**src/rtl/ddr_init_pkg.sv**
```systemverilog
`timescale 1ns/1ps
package ddr_init_pkg;

    typedef enum logic [2:0] {
        CMD_DESEL,
        CMD_NOP,
        CMD_PALL,
        CMD_MODE,
        CMD_AREF
    } mem_cmd_e;

    typedef enum logic [3:0] {
        ST_IDLE,
        ST_PWR,
        ST_CKEUP,
        ST_PALL,
        ST_EMODE,
        ST_MODE_RST,
        ST_AREF,
        ST_MODE_FIN,
        ST_GAP,
        ST_DONE
    } seq_st_e;

    // cycles needed to cover a picosecond interval, rounded up
    function automatic int unsigned ps_to_cyc(int unsigned ps, int unsigned clk_ps);
        return (ps + clk_ps - 1) / clk_ps;
    endfunction

    // spacing between two command issues; the gap state needs at least 2
    function automatic int unsigned gap_min2(int unsigned c);
        return (c < 2) ? 2 : c;
    endfunction

    function automatic int unsigned umax(int unsigned a, int unsigned b);
        return (a > b) ? a : b;
    endfunction

endpackage

```
**src/rtl/ddr_init_mode_enc.sv**
```systemverilog
`timescale 1ns/1ps
module ddr_init_mode_enc #(
    parameter int unsigned ADDR_W = 13
) (
    input  logic [1:0]        bl_i,
    input  logic              cl_half_i,
    input  logic              weak_i,
    input  logic              dll_en_i,
    input  logic              dll_rst_i,
    output logic [ADDR_W-1:0] base_word_o,
    output logic [ADDR_W-1:0] ext_word_o
);
    logic [1:0] bl_code;

    always_comb begin
        bl_code = (bl_i == 2'b00) ? 2'b01 : bl_i;

        base_word_o      = '0;
        base_word_o[2:0] = {1'b0, bl_code};
        base_word_o[3]   = 1'b0;
        base_word_o[6:4] = cl_half_i ? 3'b110 : 3'b010;
        base_word_o[8]   = dll_rst_i;

        ext_word_o       = '0;
        ext_word_o[0]    = ~dll_en_i;
        ext_word_o[1]    = weak_i;
    end
endmodule

```
**src/rtl/ddr_init_cmd_drv.sv**
```systemverilog
`timescale 1ns/1ps
module ddr_init_cmd_drv
    import ddr_init_pkg::*;
(
    input  mem_cmd_e cmd_i,
    output logic     cs_n_o,
    output logic     ras_n_o,
    output logic     cas_n_o,
    output logic     we_n_o,
    output logic     vld_o
);
    always_comb begin
        cs_n_o  = 1'b0;
        ras_n_o = 1'b1;
        cas_n_o = 1'b1;
        we_n_o  = 1'b1;
        vld_o   = 1'b0;
        case (cmd_i)
            CMD_DESEL: cs_n_o = 1'b1;
            CMD_PALL: begin
                ras_n_o = 1'b0;
                we_n_o  = 1'b0;
                vld_o   = 1'b1;
            end
            CMD_MODE: begin
                ras_n_o = 1'b0;
                cas_n_o = 1'b0;
                we_n_o  = 1'b0;
                vld_o   = 1'b1;
            end
            CMD_AREF: begin
                ras_n_o = 1'b0;
                cas_n_o = 1'b0;
                vld_o   = 1'b1;
            end
            default: ;
        endcase
    end
endmodule

```
**src/rtl/ddr_init_seq.sv**
```systemverilog
`timescale 1ns/1ps
module ddr_init_seq
    import ddr_init_pkg::*;
#(
    parameter int unsigned CLK_PS       = 4000,
    parameter int unsigned T_POWERUP_PS = 200_000_000,
    parameter int unsigned T_RP_PS      = 18000,
    parameter int unsigned T_MRD_PS     = 12000,
    parameter int unsigned T_RFC_PS     = 72000,
    parameter int unsigned DLL_LOCK_CYC = 200,
    parameter int unsigned N_REF        = 2,
    parameter int unsigned ADDR_W       = 13
) (
    input  logic              clk,
    input  logic              rst_n,
    input  logic              start_i,
    input  logic [1:0]        cfg_bl_i,
    input  logic              cfg_cl_i,
    input  logic              cfg_ds_i,
    input  logic              cfg_dll_en_i,
    output logic              mem_cke_o,
    output logic              mem_cs_n_o,
    output logic              mem_ras_n_o,
    output logic              mem_cas_n_o,
    output logic              mem_we_n_o,
    output logic [1:0]        mem_ba_o,
    output logic [ADDR_W-1:0] mem_addr_o,
    output logic              cmd_vld_o,
    output logic              done_o
);
    localparam int unsigned N_PWR   = umax(1, ps_to_cyc(T_POWERUP_PS, CLK_PS));
    localparam int unsigned G_RP    = gap_min2(ps_to_cyc(T_RP_PS, CLK_PS));
    localparam int unsigned G_MRD   = gap_min2(ps_to_cyc(T_MRD_PS, CLK_PS));
    localparam int unsigned G_RFC   = gap_min2(ps_to_cyc(T_RFC_PS, CLK_PS));
    localparam int unsigned G_LOCK  = gap_min2(umax(DLL_LOCK_CYC, G_MRD));
    localparam int unsigned MAX_CNT = umax(umax(N_PWR, G_LOCK), umax(G_RFC, umax(G_RP, G_MRD)));
    localparam int unsigned CNT_W   = $clog2(MAX_CNT + 1);
    localparam int unsigned REF_W   = $clog2(N_REF + 1);

    typedef struct packed {
        seq_st_e          st;
        seq_st_e          nxt;
        logic [CNT_W-1:0] cnt;
        logic [REF_W-1:0] refs;
        logic [1:0]       bl;
        logic             cl;
        logic             ds;
        logic             dll;
    } seq_t;

    seq_t s_d, s_q;

    always_comb begin
        s_d = s_q;
        case (s_q.st)
            ST_IDLE, ST_DONE: begin
                if (start_i) begin
                    s_d.st   = ST_PWR;
                    s_d.cnt  = CNT_W'(N_PWR - 1);
                    s_d.refs = '0;
                    s_d.bl   = cfg_bl_i;
                    s_d.cl   = cfg_cl_i;
                    s_d.ds   = cfg_ds_i;
                    s_d.dll  = cfg_dll_en_i;
                end
            end
            ST_PWR: begin
                if (s_q.cnt == '0) s_d.st  = ST_CKEUP;
                else               s_d.cnt = s_q.cnt - 1'b1;
            end
            ST_CKEUP: s_d.st = ST_PALL;
            ST_PALL: begin
                s_d.st  = ST_GAP;
                s_d.nxt = ST_EMODE;
                s_d.cnt = CNT_W'(G_RP - 2);
            end
            ST_EMODE: begin
                s_d.st  = ST_GAP;
                s_d.nxt = ST_MODE_RST;
                s_d.cnt = CNT_W'(G_MRD - 2);
            end
            ST_MODE_RST: begin
                s_d.st  = ST_GAP;
                s_d.nxt = ST_AREF;
                s_d.cnt = CNT_W'(G_LOCK - 2);
            end
            ST_AREF: begin
                s_d.st   = ST_GAP;
                s_d.cnt  = CNT_W'(G_RFC - 2);
                s_d.refs = s_q.refs + 1'b1;
                s_d.nxt  = (s_q.refs == REF_W'(N_REF - 1)) ? ST_MODE_FIN : ST_AREF;
            end
            ST_MODE_FIN: begin
                s_d.st  = ST_GAP;
                s_d.nxt = ST_DONE;
                s_d.cnt = CNT_W'(G_MRD - 2);
            end
            ST_GAP: begin
                if (s_q.cnt == '0) s_d.st  = s_q.nxt;
                else               s_d.cnt = s_q.cnt - 1'b1;
            end
            default: s_d.st = ST_IDLE;
        endcase
    end

    always_ff @(posedge clk or negedge rst_n) begin
        if (!rst_n) begin
            s_q <= '{st: ST_IDLE, nxt: ST_IDLE, cnt: '0, refs: '0,
                     bl: 2'b01, cl: 1'b0, ds: 1'b0, dll: 1'b1};
        end else begin
            s_q <= s_d;
        end
    end

    // output decode
    mem_cmd_e          cmd;
    logic [ADDR_W-1:0] base_word, ext_word;

    ddr_init_mode_enc #(.ADDR_W(ADDR_W)) u_enc (
        .bl_i       (s_q.bl),
        .cl_half_i  (s_q.cl),
        .weak_i     (s_q.ds),
        .dll_en_i   (s_q.dll),
        .dll_rst_i  (s_q.st == ST_MODE_RST),
        .base_word_o(base_word),
        .ext_word_o (ext_word)
    );

    always_comb begin
        cmd        = CMD_NOP;
        mem_ba_o   = 2'b00;
        mem_addr_o = '0;
        case (s_q.st)
            ST_IDLE, ST_PWR: cmd = CMD_DESEL;
            ST_PALL: begin
                cmd            = CMD_PALL;
                mem_addr_o[10] = 1'b1;
            end
            ST_EMODE: begin
                cmd        = CMD_MODE;
                mem_ba_o   = 2'b01;
                mem_addr_o = ext_word;
            end
            ST_MODE_RST, ST_MODE_FIN: begin
                cmd        = CMD_MODE;
                mem_addr_o = base_word;
            end
            ST_AREF: cmd = CMD_AREF;
            default: cmd = CMD_NOP;
        endcase
    end

    ddr_init_cmd_drv u_drv (
        .cmd_i  (cmd),
        .cs_n_o (mem_cs_n_o),
        .ras_n_o(mem_ras_n_o),
        .cas_n_o(mem_cas_n_o),
        .we_n_o (mem_we_n_o),
        .vld_o  (cmd_vld_o)
    );

    assign mem_cke_o = (s_q.st != ST_IDLE) && (s_q.st != ST_PWR);
    assign done_o    = (s_q.st == ST_DONE);

endmodule

```
**config.mk**
```make
export PLATFORM = sky130hd
export DESIGN_NAME = ddr_init_seq
export DESIGN_NICKNAME = d
export VERILOG_FILES = /design/src/rtl/ddr_init_pkg.sv /design/src/rtl/ddr_init_mode_enc.sv /design/src/rtl/ddr_init_cmd_drv.sv /design/src/rtl/ddr_init_seq.sv
export SDC_FILE = /design/constraint.sdc
export NUM_CORES = 1
export LEC_CHECK = 0
export CORE_MARGIN = 8
export CORE_UTILIZATION = 55
export CTS_BUF_LIST = sky130_fd_sc_hd__clkbuf_2 sky130_fd_sc_hd__clkbuf_4 sky130_fd_sc_hd__clkbuf_8
export CTS_CLUSTER_DIAMETER = 60
export CTS_CLUSTER_SIZE = 14
export DETAILED_ROUTE_END_ITERATION = 7
export PLACE_DENSITY_LB_ADDON = 0.08
export SLEW_MARGIN = 10
export SYNTH_ARGS = -nofsm -noshare
export SYNTH_HDL_FRONTEND = slang
export SYNTH_HIERARCHICAL = 1
export SYNTH_SLANG_ARGS = --single-unit
```
**constraint.sdc**
```tcl
create_clock -name clk -period 2.5 [get_ports clk]
set_clock_uncertainty 0.05 [all_clocks]
set_input_delay 0.25 -clock clk [delete_from_list [all_inputs] [get_ports clk]]
set_output_delay 0.25 -clock clk [all_outputs]
set_load 0.005 [all_outputs]
```
==> flow_summary.ini <==
[outcome]
outcome = finished, final reports clean

[floorplan]
design.core.area_um2 = 4264
die_height_um = 82.06
boundaryPins = 30
fp.dieW_um = 82.06
site_row_count = 24
initial_core_util_pct = 56.28
area_of_the_die_um2 = 6733

[critical_path]
worst_setup_path_end_kind = output pin
worstPathMaxFanout = 11
setup.reg_to_reg.worst_slack_ns = 0.34
crit_path_start_kind = flip-flop
family_with_the_most_delay_on_the_worst_path = buffers and inverters
critical_path.cell_chain = buf_4 > inv_1 > nand2_1 > a21oi_2 > nor2b_2 > a21o_1 > clkdlybuf4s50_1
slowest_cell_on_the_critical_path = sky130_fd_sc_hd__clkdlybuf4s50_1
cp.buffers_inverters = 3
cp_peak_stage_delay_ns = 0.49
critPathKind = flip-flop to output pin
cell_count_of_the_worst_reg_to_reg_path = 9
crit_cells = 7
cp.required_ns = 2.20
arrival_ns = 2.09

[synthesis]
ys_seq_elements = 31
synthArstFlopShare_pct = 100.0
synth_most_common_cell = sky130_fd_sc_hd__o21ai_0
synth_top_cells_by_count = 33 x sky130_fd_sc_hd__o21ai_0, 29 x sky130_fd_sc_hd__dfrtp_1, 27 x sky130_fd_sc_hd__nor2_1
synth_top_area_share_pct = 30.24
yosysWarnings = 6
syn_inst = 292
yosysTopAreaCell = sky130_fd_sc_hd__dfrtp_1
yosys_most_used_dff = sky130_fd_sc_hd__dfrtp_1
synthDistinctLibCells = 53
leading_cell_types_by_total_area_after_synthesis = sky130_fd_sc_hd__dfrtp_1 30%, sky130_fd_sc_hd__buf_4 8.1%, sky130_fd_sc_hd__o21ai_0 6.9%
synth_seq_area_share_pct = 32.43
syn_area_per_cell_um2 = 8.219
post_synth_instance_area_um2 = 2400
number_of_enable_type_register_cells_in_the_synthesized_netlist = 0

[clocking]
post-cts-setup-buffer-count = 0
cts_htree_levels = 2
numCtsBuffers = 5
cts_tree = built
clock_tree.root_cell = sky130_fd_sc_hd__clkbuf_8
hold_buffers = 0
cts-root-to-sink-buffers = 2
cts.sinks = 31
clkSlewWorstSetupHoldPaths_ns = 0.07
insertion_delay_ns = 0.28

[placement]
detailedPlacementHpwl_mm = 3.978
port_buffers = 21
globalplace.congestion = 0.8587

[final_layout]
fin_nets = 322
layout_top_registers = s_q x31
largest_register_ffs = 31
post_route_cells_drive_above_1_share_pct = 15.71
insertedDiodeCount = 0
syn_to_final_growth_pct = 13.14
largest-register = s_q

[sta]
upper_clock_frequency_limit_ghz = 0.4180
min_period_ns = 2.392
slew_hr_pct = 59.93
transition_time_of_the_tightest_slew_check_pin_ns = 0.5965
number_of_max_slew_violations_in_the_final_report = 0
finalHoldViolCount = 0
setup_viol_count_final = 0
period_share_pct = 95.68
finalHoldWorstSlack_ns = 0.3237

[power]
power.density_cell_area_nw_per_um2 = 360.7
swShare_pct = 20.66
power_switching_mw = 0.2023
seqPwrFrac_pct = 51.2
comb_power_share_pct = 3.4
internal_power_consumption_mw = 0.7770
fin_total_pwr_mw = 0.9793
vdd_ir_drop_max_v = 0.0002850
clock_power_share_pct = 45.3
static_leakage_nw = 1.111

[global_routing]
grt_start_max_net_pins = 32
grt_pass1_wl_mm = 9.039
via_count_of_the_first_global_routing_pass = 1958
grt_remaining_overflow = 0
grt_antenna_before_repair = 0
grtUsageTotal_pct = 17.05

[drt]
vias = 2033
drt-pass1-iter-count = 4
dr.first_iter.drc_count = 99
detail_route.wirelength_mm = 5.300
drtAntennaViolNets = 0
drcViolationCount = 0
route.detailed.wl_per_inst_um = 14.56
route.detailed.vias_per_inst = 5.585

[flow_run]
cap_viol_max_count = 0

[min_path]
worstHoldPathType = input port to async pin
## power groups by stage
stage,clock [mW],sequential [mW],combinational (mW)
floorplan,0,0.511,0.0322
detailed placement,0,0.511,0.0341
global route,0.477,0.501,0.0388
finish,0.444,0.502,0.0335
CTS,0.453,0.502,0.0342
global placement,0,0.511,0.0337
## worst reg2reg max path: stages (launching register included)
cell and delay [ns]:
sky130_fd_sc_hd__dfrtp_1 0.44, sky130_fd_sc_hd__inv_1 0.14, sky130_fd_sc_hd__ha_1 0.18, sky130_fd_sc_hd__nor4b_4 0.27
sky130_fd_sc_hd__nand4_2 0.19, sky130_fd_sc_hd__o32ai_4 0.23, sky130_fd_sc_hd__buf_4 0.25, sky130_fd_sc_hd__buf_4 0.17
sky130_fd_sc_hd__o21ai_0 0.08, sky130_fd_sc_hd__o21ai_0 0.07
## kinds of logic after synthesis
| logic type | after synthesis | synth area share (%) |
|---|---|---|
| xor gates and xnor gates | 3 | 1.408 |
| buffers and inverters | 57 | 13.56 |
| adders and majority gates | 4 | 1.981 |
| DFF | 31 | 32.43 |
| other | 3 | 0.4692 |
| and+or+nand+nor | 90 | 20.28 |
| muxes | 5 | 2.346 |
| AOI/OAI and AO/OA | 99 | 27.53 |
## cells in the final DEF, fill, tap and decap left out, types with 2 or more instances in the layout
cell                               n
sky130_fd_sc_hd__o21ai_0          33
sky130_fd_sc_hd__dfrtp_1          27
sky130_fd_sc_hd__nor2_1           26
sky130_fd_sc_hd__conb_1           21
sky130_fd_sc_hd__clkdlybuf4s50_1  21
sky130_fd_sc_hd__a21oi_1          19
sky130_fd_sc_hd__nand2_1          17
sky130_fd_sc_hd__buf_4            16
sky130_fd_sc_hd__inv_1            13
sky130_fd_sc_hd__a22o_1           13
sky130_fd_sc_hd__nor3_1            8
sky130_fd_sc_hd__or3_1             7
sky130_fd_sc_hd__clkbuf_8          7
sky130_fd_sc_hd__a31oi_1           6
sky130_fd_sc_hd__nand2b_1          5
sky130_fd_sc_hd__mux2_2            5
sky130_fd_sc_hd__nor4_1            4
sky130_fd_sc_hd__nand3_1           4
sky130_fd_sc_hd__nor2b_1           3
sky130_fd_sc_hd__a211oi_1          3
sky130_fd_sc_hd__o22a_1            3
sky130_fd_sc_hd__ha_1              3
sky130_fd_sc_hd__nor2b_2           2
sky130_fd_sc_hd__a21o_1            2
sky130_fd_sc_hd__a32oi_1           2
sky130_fd_sc_hd__nor3_2            2
sky130_fd_sc_hd__o21a_1            2
sky130_fd_sc_hd__o2bb2ai_1         2
sky130_fd_sc_hd__o31ai_1           2
sky130_fd_sc_hd__o21bai_1          2
sky130_fd_sc_hd__nand4_1           2
sky130_fd_sc_hd__o31a_1            2
sky130_fd_sc_hd__dfstp_2           2
sky130_fd_sc_hd__dfrtp_2           2
## per-layer routing
| metal | vias to the layer above | wire length, µm | global-route usage, % |
|---|---|---|---|
| met1 | 940 | 2495 | 20.87 |
| met5 | - | 0 | 0 |
| met4 | 0 | 28 | 4.386 |
| li1 | 1040 | - | - |
| met2 | 51 | 2515 | 28.57 |
| met3 | 2 | 261 | 5.033 |
## path summary, 6_finish.rpt
kind                            startpoint        end
worst max-delay path               s_q[28]  cmd_vld_o
worst min-delay path                 rst_n     s_q[9]
worst max register to register      s_q[7]    s_q[11]
worst min register to register     s_q[25]    s_q[25]
max in group asynchronous            rst_n     s_q[0]
min in group clk                   s_q[25]    s_q[25]
## layout make-up
cell class | count | area [µm²]
fill | 399 | 1549
multi-input combinational | 222 | 1383
inverter | 14 | 52.55
timing repair buffer | 37 | 330.3
clock buffer | 8 | 103.9
sequential | 31 | 780.7
tap | 52 | 65.06
## per-stage QoR
step | TNS, ns | std cells | cell area [µm²] | setup slack, ns | utilization, %
4_1_cts | 0 | 364 | 2698 | 0.02628 | 63.26
5_1_grt | -0.0004581 | 364 | 2715 | -0.0004581 | 63.67
2_1_floorplan | 0 | 310 | 2467 | 0.5795 | -
3_3_place_gp | 0 | 356 | 2590 | 0.2856 | 60.74
6_report | 0 | 364 | 2715 | 0.1079 | 63.67
3_5_place_dp | 0 | 356 | 2590 | 0.2071 | 60.74
## what timing repair did
action | CTS | global route
setup endpoints to repair | 2 | 7
gates cloned | 0 | 0
gates resized for setup | 2 | 7
(Power assumes the default switching activity.)
